[src/rtl/adc_seq_pkg.sv]
// Package: shared types for the conversion sequencer.
// Assumes a 4-bit channel code and a 7-bit control word packed as
// scan(6) multichannel(5) length(4) code(3..0).
package adc_seq_pkg;
    localparam int CHAN_W = 4;

    typedef struct packed {
        logic              scan;
        logic              mult;
        logic              len8;
        logic [CHAN_W-1:0] code;
    } seq_cfg_t;

    localparam int CFG_W = $bits(seq_cfg_t);

    typedef enum logic [1:0] {
        SQ_IDLE  = 2'd0,
        SQ_ISSUE = 2'd1,
        SQ_WAIT  = 2'd2
    } sq_state_t;
endpackage

[src/rtl/adc_cfg_reg.sv]
// Control word register. Captures the mode fields on a write to the
// control address and advances the sequence tag so that any conversion
// still in flight is recognised as stale. Assumes one write per cycle.
module adc_cfg_reg
    import adc_seq_pkg::*;
#(
    parameter int ADDR_W = 4,
    parameter int DATA_W = 16,
    parameter int TAG_W  = 2,
    parameter logic [ADDR_W-1:0] CFG_ADDR = '0
) (
    input  logic              clk,
    input  logic              rst_n,
    input  logic              bus_wr,
    input  logic [ADDR_W-1:0] bus_waddr,
    input  logic [DATA_W-1:0] bus_wdata,
    output seq_cfg_t          cfg,
    output logic              restart,
    output logic [TAG_W-1:0]  epoch
);
    // Decode a control-word write.
    assign restart = bus_wr && (bus_waddr == CFG_ADDR);

    // Hold the control fields and the sequence tag.
    always_ff @(posedge clk) begin
        if (!rst_n) begin
            cfg   <= '0;
            epoch <= '0;
        end else if (restart) begin
            cfg   <= seq_cfg_t'(bus_wdata[CFG_W-1:0]);
            epoch <= epoch + TAG_W'(1);
        end
    end
endmodule

[src/rtl/adc_seq_fsm.sv]
// Sequencer: issues one start pulse per conversion, waits for the
// matching done strobe, steps the slot index and channel, and decides
// whether to stop or repeat. Assumes the converter echoes the tag.
module adc_seq_fsm
    import adc_seq_pkg::*;
#(
    parameter int SLOTS = 8,
    parameter int TAG_W = 2,
    localparam int IDX_W = $clog2(SLOTS)
) (
    input  logic              clk,
    input  logic              rst_n,
    input  logic              restart,
    input  seq_cfg_t          cfg,
    input  logic [TAG_W-1:0]  epoch,
    input  logic              conv_done,
    input  logic [TAG_W-1:0]  conv_done_tag,
    output logic              conv_start,
    output logic [CHAN_W-1:0] conv_chan,
    output logic [TAG_W-1:0]  conv_tag,
    output logic              accept,
    output logic [IDX_W-1:0]  slot_idx,
    output logic              seq_last
);
    localparam logic [CHAN_W-1:0] MASK_LONG  = ~CHAN_W'(SLOTS - 1);
    localparam logic [CHAN_W-1:0] MASK_SHORT = ~CHAN_W'(SLOTS / 2 - 1);
    localparam logic [IDX_W-1:0]  LAST_LONG  = IDX_W'(SLOTS - 1);
    localparam logic [IDX_W-1:0]  LAST_SHORT = IDX_W'(SLOTS / 2 - 1);

    sq_state_t         state;
    logic [IDX_W-1:0]  idx;
    logic [CHAN_W-1:0] group_base;

    // Current slot, end-of-sequence and acceptance of a done strobe.
    assign slot_idx = idx;
    assign seq_last = (idx == (cfg.len8 ? LAST_LONG : LAST_SHORT));
    assign accept   = (state == SQ_WAIT) && conv_done &&
                      (conv_done_tag == epoch) && !restart;

    // Channel for the conversion being issued.
    always_comb begin
        group_base = cfg.code & (cfg.len8 ? MASK_LONG : MASK_SHORT);
        conv_chan  = cfg.mult ? (group_base + CHAN_W'(idx)) : cfg.code;
    end

    assign conv_start = (state == SQ_ISSUE);
    assign conv_tag   = epoch;

    // Sequence state and slot index.
    always_ff @(posedge clk) begin
        if (!rst_n) begin
            state <= SQ_IDLE;
            idx   <= '0;
        end else if (restart) begin
            state <= SQ_ISSUE;
            idx   <= '0;
        end else begin
            case (state)
                SQ_ISSUE: state <= SQ_WAIT;
                SQ_WAIT: begin
                    if (accept) begin
                        if (seq_last) begin
                            idx   <= '0;
                            state <= cfg.scan ? SQ_ISSUE : SQ_IDLE;
                        end else begin
                            idx   <= idx + IDX_W'(1);
                            state <= SQ_ISSUE;
                        end
                    end
                end
                default: state <= SQ_IDLE;
            endcase
        end
    end
endmodule

[src/rtl/adc_result_bank.sv]
// Result slots with per-slot complete flags and the sequence-complete
// flag. Assumes accept is never high in a cycle where clear is high.
module adc_result_bank #(
    parameter int SLOTS = 8,
    parameter int RES_W = 10,
    localparam int IDX_W = $clog2(SLOTS)
) (
    input  logic             clk,
    input  logic             rst_n,
    input  logic             clear,
    input  logic             accept,
    input  logic [IDX_W-1:0] slot_idx,
    input  logic             seq_last,
    input  logic [RES_W-1:0] result,
    output logic [RES_W-1:0] slot_data [SLOTS],
    output logic [SLOTS-1:0] flags,
    output logic             seq_done
);
    // One storage register per slot.
    for (genvar i = 0; i < SLOTS; i++) begin : g_slot
        always_ff @(posedge clk) begin
            if (!rst_n)
                slot_data[i] <= '0;
            else if (accept && (slot_idx == IDX_W'(i)))
                slot_data[i] <= result;
        end
    end

    // Completion flags: cleared by a restart, set by accepted results.
    always_ff @(posedge clk) begin
        if (!rst_n) begin
            flags    <= '0;
            seq_done <= 1'b0;
        end else if (clear) begin
            flags    <= '0;
            seq_done <= 1'b0;
        end else if (accept) begin
            flags[slot_idx] <= 1'b1;
            if (seq_last)
                seq_done <= 1'b1;
        end
    end
endmodule

[src/rtl/adc_seq_ctrl.sv]
// Top of the conversion sequencer. Ties the control register, the
// sequencer and the result bank together and decodes the read port.
// Assumes a single-cycle register port with combinational read data.
module adc_seq_ctrl
    import adc_seq_pkg::*;
#(
    parameter int ADDR_W = 4,
    parameter int DATA_W = 16,
    parameter int RES_W  = 10,
    parameter int SLOTS  = 8,
    parameter int TAG_W  = 2
) (
    input  logic              clk,
    input  logic              rst_n,
    input  logic              bus_wr,
    input  logic [ADDR_W-1:0] bus_waddr,
    input  logic [DATA_W-1:0] bus_wdata,
    input  logic [ADDR_W-1:0] bus_raddr,
    output logic [DATA_W-1:0] bus_rdata,
    output logic              conv_start,
    output logic [CHAN_W-1:0] conv_chan,
    output logic [TAG_W-1:0]  conv_tag,
    input  logic              conv_done,
    input  logic [TAG_W-1:0]  conv_done_tag,
    input  logic [RES_W-1:0]  conv_result
);
    localparam int IDX_W = $clog2(SLOTS);
    localparam logic [ADDR_W-1:0] CFG_ADDR  = ADDR_W'(0);
    localparam logic [ADDR_W-1:0] STAT_ADDR = ADDR_W'(1);
    localparam logic [ADDR_W-1:0] RES_BASE  = ADDR_W'((2 ** ADDR_W) - SLOTS);

    seq_cfg_t         cfg;
    logic             restart;
    logic [TAG_W-1:0] epoch;
    logic             accept;
    logic [IDX_W-1:0] slot_idx;
    logic             seq_last;
    logic [RES_W-1:0] slot_data [SLOTS];
    logic [SLOTS-1:0] flags;
    logic             seq_done;
    logic [IDX_W-1:0] rd_slot;

    adc_cfg_reg #(
        .ADDR_W(ADDR_W), .DATA_W(DATA_W), .TAG_W(TAG_W), .CFG_ADDR(CFG_ADDR)
    ) u_cfg (
        .clk(clk), .rst_n(rst_n), .bus_wr(bus_wr), .bus_waddr(bus_waddr),
        .bus_wdata(bus_wdata), .cfg(cfg), .restart(restart), .epoch(epoch)
    );

    adc_seq_fsm #(.SLOTS(SLOTS), .TAG_W(TAG_W)) u_fsm (
        .clk(clk), .rst_n(rst_n), .restart(restart), .cfg(cfg),
        .epoch(epoch), .conv_done(conv_done), .conv_done_tag(conv_done_tag),
        .conv_start(conv_start), .conv_chan(conv_chan), .conv_tag(conv_tag),
        .accept(accept), .slot_idx(slot_idx), .seq_last(seq_last)
    );

    adc_result_bank #(.SLOTS(SLOTS), .RES_W(RES_W)) u_bank (
        .clk(clk), .rst_n(rst_n), .clear(restart), .accept(accept),
        .slot_idx(slot_idx), .seq_last(seq_last), .result(conv_result),
        .slot_data(slot_data), .flags(flags), .seq_done(seq_done)
    );

    assign rd_slot = IDX_W'(bus_raddr - RES_BASE);

    // Read decode: control word, status, or one result slot.
    always_comb begin
        bus_rdata = '0;
        if (bus_raddr == CFG_ADDR)
            bus_rdata[CFG_W-1:0] = cfg;
        else if (bus_raddr == STAT_ADDR)
            bus_rdata[SLOTS:0] = {seq_done, flags};
        else if (bus_raddr >= RES_BASE)
            bus_rdata[RES_W-1:0] = slot_data[rd_slot];
    end
endmodule

[config.mk]
export PLATFORM = sky130hd
export DESIGN_NAME = adc_seq_ctrl
export DESIGN_NICKNAME = d
export VERILOG_FILES = /design/src/rtl/adc_seq_pkg.sv /design/src/rtl/adc_cfg_reg.sv /design/src/rtl/adc_seq_fsm.sv /design/src/rtl/adc_result_bank.sv /design/src/rtl/adc_seq_ctrl.sv
export SDC_FILE = /design/constraint.sdc
export NUM_CORES = 1
export LEC_CHECK = 0
export BUFFER_PORTS_ARGS = -buffer_cell sky130_fd_sc_hd__buf_2
export CAP_MARGIN = 20
export CORE_ASPECT_RATIO = 0.75
export CORE_MARGIN = 1
export CORE_UTILIZATION = 55
export DETAILED_ROUTE_END_ITERATION = 16
export PLACE_DENSITY = 0.74
export SLEW_MARGIN = 15
export SYNTH_ARGS = -nofsm -noshare
export SYNTH_HDL_FRONTEND = slang
export SYNTH_SLANG_ARGS = --single-unit
export TNS_END_PERCENT = 1
[constraint.sdc]
create_clock -name clk -period 3.7 [get_ports clk]
set_clock_uncertainty 0.05 [all_clocks]
set_input_delay 0.74 -clock clk [delete_from_list [all_inputs] [get_ports clk]]
set_output_delay 0.74 -clock clk [all_outputs]
set_load 0.01 [all_outputs]
Yosys cells after proc, flatten, opt, wreduce, memory -nomap -nowiden
Index checks and enable logic that the tools add are counted.

Register bits: 103. Bits of input ports: 40. Output and inout port bits: 23. Word-level logic and storage cells: 83.

$add $sub $neg: 4. $lt $le $gt $ge: 4. Equality and inequality tests: 14. Muxes and demuxes: 19. Bitwise operators: 4. Reductions and logical operators: 20.

Operator list (number): $bmux W10 S3 (1); $mux W10 (3); $logic_and A1 B1 Y1 (13); $eq A3 B3 Y1 const B (4); $mux W3 (4); $mux W9 (1); $ge A4 B4 Y1 const B (2); $logic_not A4 Y1 (2); $or A8 B8 Y8 (1); $mux W7 (1); $eq A3 B2 Y1 const B (2); $add A4 B3 Y4 (1); $and A4 B4 Y4 (1); $eq A4 B1 Y1 const B (1); $lt A3 B4 Y1 const B (1); $mux W1 (4); $mux W2 (2); $mux W4 (1); $not A3 Y4 (1); $pmux W2 S2 (1); $reduce_and A2 Y1 (2); $add A3 B1 Y3 const B (1); $demux W1 S3 (1); $eq A3 B1 Y1 const B (1); 13 further kinds (13).

Depth between registers and ports, before layout
Word-level depth: 8. Gate-level depth with buffers: 7. Depth with buffers taken out: 6.

Cells and area by module
A second synthesis with hierarchy kept.

Cell total of the unflattened synthesis: 504. Area, all modules: 4977.3 µm².

By module, submodules not included: adc_result_bank (times used 1, cells each 306, area each 3179.3 µm², sequential area each 1781.7 µm²); adc_seq_ctrl (times used 1, cells each 111, area each 1016.0 µm², sequential area each 0.0 µm²); adc_seq_fsm (times used 1, cells each 45, area each 391.6 µm², sequential area each 100.1 µm²); adc_cfg_reg (times used 1, cells each 42, area each 390.4 µm², sequential area each 180.2 µm²).

Least setup slack after synthesis
Ideal clock, no wire load.

Path kind: input-to-output. Start: in bus_raddr[0]. End: out bus_rdata[7]. Arrival: 1.914 ns. Data required time: 2.910 ns. Setup slack: 0.996 ns. Cell stages on the path: 6. Buffers on the path: 2. Cells stage by stage: buf_2 > buf_2 > nor2b_1 > a2111oi_0 > a21oi_1 > a32o_1.

Longest elaborated chain between the ends: 8. Elaborated cells on any way between the ends: 11. Classes of those cells: add/sub (1); order compare (1); eq/ne (1); mux (6); bitwise (1); reduce/logical (1).

Ends and longest elaborated chain: start: declaration (line adc_seq_ctrl.sv:18) `input logic [ADDR_W-1:0] bus_raddr,`; $sub A3 B1 Y3 (line adc_seq_ctrl.sv:63) `assign rd_slot = IDX_W'(bus_raddr - RES_BASE);`; $not A3 Y4 (implied by the code) (line adc_seq_ctrl.sv:73) `bus_rdata[RES_W-1:0] = slot_data[rd_slot];`; $bmux W10 S3 (line adc_seq_ctrl.sv:73); $mux W10 (implied by the code) (2 in series) (line adc_seq_ctrl.sv:73); $mux W10 (line adc_seq_ctrl.sv:72) `else if (bus_raddr >= RES_BASE)`; $mux W9 (line adc_seq_ctrl.sv:70) `else if (bus_raddr == STAT_ADDR)`; $mux W3 * (line adc_seq_ctrl.sv:68) `if (bus_raddr == CFG_ADDR)`; end: declaration (line adc_seq_ctrl.sv:19) `output logic [DATA_W-1:0] bus_rdata,`.

Every way passes the cells marked *; elsewhere a longest branch is shown, timed or not. The select of a mux whose other input is x is not followed.

Final worst setup path
Start: in bus_raddr[0]. End: out bus_rdata[1].

Longest elaborated chain between the ends: 8. Elaborated cells on any way between the ends: 11. Classes of those cells: add/sub (1); order compare (1); eq/ne (1); mux (6); bitwise (1); reduce/logical (1).

Ends and longest elaborated chain (line): $sub A3 B1 Y3 (adc_seq_ctrl.sv:63); $not A3 Y4 (implied by the code) (adc_seq_ctrl.sv:73); $bmux W10 S3 (adc_seq_ctrl.sv:73); $mux W10 (implied by the code) (2 in series) (adc_seq_ctrl.sv:73); $mux W10 (adc_seq_ctrl.sv:72); $mux W9 (adc_seq_ctrl.sv:70); $mux W7 * (adc_seq_ctrl.sv:68).

Marked as above.

==> results_dict.tcl <==
set metrics [dict create \
    status "finished clean" \
    ios 63 \
    drive_gt1_frac 0.191 \
    synth.most_common_cell "nand2_1" \
    rsz0062_at_grt "false" \
    place.gp.congestion 0.825 \
    slew_headroom 0.479 \
    finalWorstSetupSlack_ns 0.433 \
    syn_avg_cell_area_um2 9.86 \
    synth_area_um2 4830 \
    clockBufferDepth 2 \
    reg2reg_depth 5 \
    root_buffer "clkbuf_16" \
    initial_utilization 0.569 \
    grt_pass1_vias 3536 \
    p_switching_w 0.000480 \
    dp_hpwl_mm 7.30 \
    hold_start "u_bank.slot_data[77]" \
    critPathTopFamily "buffers and inverters" \
    fmax_mhz 306 \
    crit_type "primary input to primary output" \
    grt_overflow 0 \
    antenna_found_initial 0 \
    hold_path.class "register to register" \
    grt_max_degree 59 \
    cap_violations 0 \
    min_period_over_period 0.883 \
    yosys-top-cells-count "nand2_1 (126), dfxtp_1 (103), mux2i_1 (91), mux4_2 (18), clkbuf_1 (16)" \
    tightest_slew_ns 0.782 \
    die_w_um 110 \
    die_height_um 83.2 \
    start_kind "primary input" \
    worstPathArrival_ns 2.48 \
    final_max_slew_viol_count 0 \
    ys_seq_elements 103 \
    power.share.clock 0.448 \
    clk_pin_slew_ns 0.07 \
    leakage_nw 1.95 \
    p_seq_frac 0.503 \
    num_antenna_cells 0 \
    critPathMaxStageDelay_ns 0.58 \
    ys_types 38 \
    cts_tree "built" \
    required_ns 2.91 \
    holdPathEnd "u_bank.slot_data[77]" \
    ir_drop_v 0.000341 \
    min_path_cells 2 \
    synthArstFlopShare 0 \
    wirelength_mm 11.1 \
    synthTopCellsByArea "dfxtp_1 (43%), mux2i_1 (19%), nand2_1 (9.8%)" \
    design_area_um2 5440 \
    cts_made_buffers 9 \
    worstReg2RegEnd "u_bank.slot_data[56]" \
    p_per_area_nw_per_um2 406 \
    place_area_um2 5130 \
    clock_latency_ns 0.34 \
    path_max_fanout 26 \
    yosys_warnings 0 \
    core_area_um2 8490 \
    synth_edf_count 0 \
    firstDrtPassIters 5 \
    end_kind "primary output" \
    p_int_w 0.00173 \
    wl_per_cell_um 17.4 \
    groute.usage.overall 0.259 \
    finalHoldViolations 0 \
    synth.largest_area_cell "dfxtp_1" \
    ys_seq_area_frac 0.427 \
    cts_resized 0 \
    synthCells 490 \
    reg2reg_slack_ns 1.58 \
    crit_top_cell "buf_2" \
    power_frac_comb 0.049 \
    timing.rr.start "u_cfg.epoch[1]" \
    num_rows 29 \
    postCtsSetupBuffers 0 \
    area_growth_pct 12.7 \
    post-route-drc-count 0 \
    swShare 0.217 \
    cts-hold-fix-buffers 0 \
    htreeDepth 3 \
    worst-path-buf-inv 3 \
    viasPerCell 5.78 \
    setup_viol 0 \
    vias 3690 \
    synth_top_flop_cell "dfxtp_1" \
    grt_pass1_wl_mm 17.9 \
    placement.io_buffers 47 \
    worstPathCellList "buf_2 -> buf_4 -> mux4_2 -> nand2_1 -> o211ai_1 -> buf_2" \
    post-place-ws_ns 0.432 \
    cts_sinks 103 \
    crit_path_top_delay_cell "buf_2" \
    antenna_left 0 \
    period_needed_ns 3.27 \
    die_area_um2 9160 \
    finalNetCount 574 \
    first_iter_violations 335 \
    setup_tns_ns 0 \
    synth_top_area_share 0.427 \
    final_util 0.641 \
]
## cell type report
cell class / count / area (µm²)
clock buffer: 14 / 274
sequential: 103 / 2060
multi-input combinational: 342 / 2560
inverter: 10 / 37.5
clock inverter: 2 / 37.5
tap: 108 / 135
fill: 712 / 3050
timing repair buffer: 59 / 338
## how the worst max path moves through the flow
stage	start	endpoint	slack, ns	depth (start not counted)
detailed placement	bus_raddr[0]	bus_rdata[8]	0.43	6
CTS	bus_raddr[0]	bus_rdata[1]	0.42	6
global placement	bus_raddr[0]	bus_rdata[8]	0.43	6
finish	bus_raddr[0]	bus_rdata[1]	0.43	6
floorplan	bus_raddr[0]	bus_rdata[7]	1.0	6
global route	bus_raddr[0]	bus_rdata[8]	0.33	6
## sequential cells by signal (all words and copies together), names as in the netlist
| signal | flops |
|---|---|
| u_bank.seq_done | 1 |
| u_fsm.slot_idx | 3 |
| u_bank.slot_data | 80 |
| u_cfg.epoch | 2 |
| u_fsm.state | 2 |
| u_bank.flags | 8 |
| u_cfg.cfg | 7 |
## worst min-delay path: stages, from the launching register on
cell	delay, ns
dfxtp_1	0.31
nand2_1	0.05
mux2i_1	0.05
## power by group through the flow
stage	registers [W]	logic (W)	clock network [W]
after floorplan	0.00114	0.0000737	0
after global placement	0.00114	0.000105	0
after detailed placement	0.00114	0.000108	0
after CTS	0.00111	0.000108	0.000998
after global routing	0.00111	0.000119	0.00105
final	0.00111	0.000108	0.000988
## metrics by stage
stage               hold WS [ns]  power (W)  std cells
finish                     0.401    0.00221        638
global route               0.429    0.00228        638
global placement           0.389    0.00124        622
CTS                        0.404    0.00222        638
floorplan                  0.375    0.00121        495
detailed placement         0.393    0.00124        622
## routing by layer
layer,up-vias,part of all wire,global-route usage
met2,109,0.47,0.413
li1,1759,-,-
met3,16,0.052,0.0612
met1,1806,0.46,0.354
met4,0,0.015,0.0670
met5,-,0,0
## cells by family after synthesis
family                   share of synthesized area
adder cells (fa/ha/maj)                     0.0233
buffers and inverters                       0.0505
multiplexers                                 0.280
AO/OA/AOI/OAI                               0.0560
other                                     0.000776
AND/OR/NAND/NOR                              0.154
flip-flops                                   0.427
XOR/XNOR                                   0.00907
## layout by cell type (no fill, tap or decap), types with 2 or more instances in the layout
cell       instances
buf_2             47
clkbuf_8           3
a41oi_1            3
nand3_1            8
conb_1             6
dfxtp_1          103
inv_1             10
o211ai_1           8
nor2_1            14
ha_1               9
and4_1             4
nand2_1          126
a21boi_0           8
a31oi_1            6
mux2_2             3
mux2i_1           91
mux4_2            18
clkbuf_16          9
nor2b_1            6
nand4_1            2
a32o_1             2
a2111oi_0          2
nor3_1             2
clkbuf_1           2
nor3_2             3
buf_4             11
xnor2_1            4
a21oi_1            6
No activity file was read; power rests on OpenSTA's default activity.
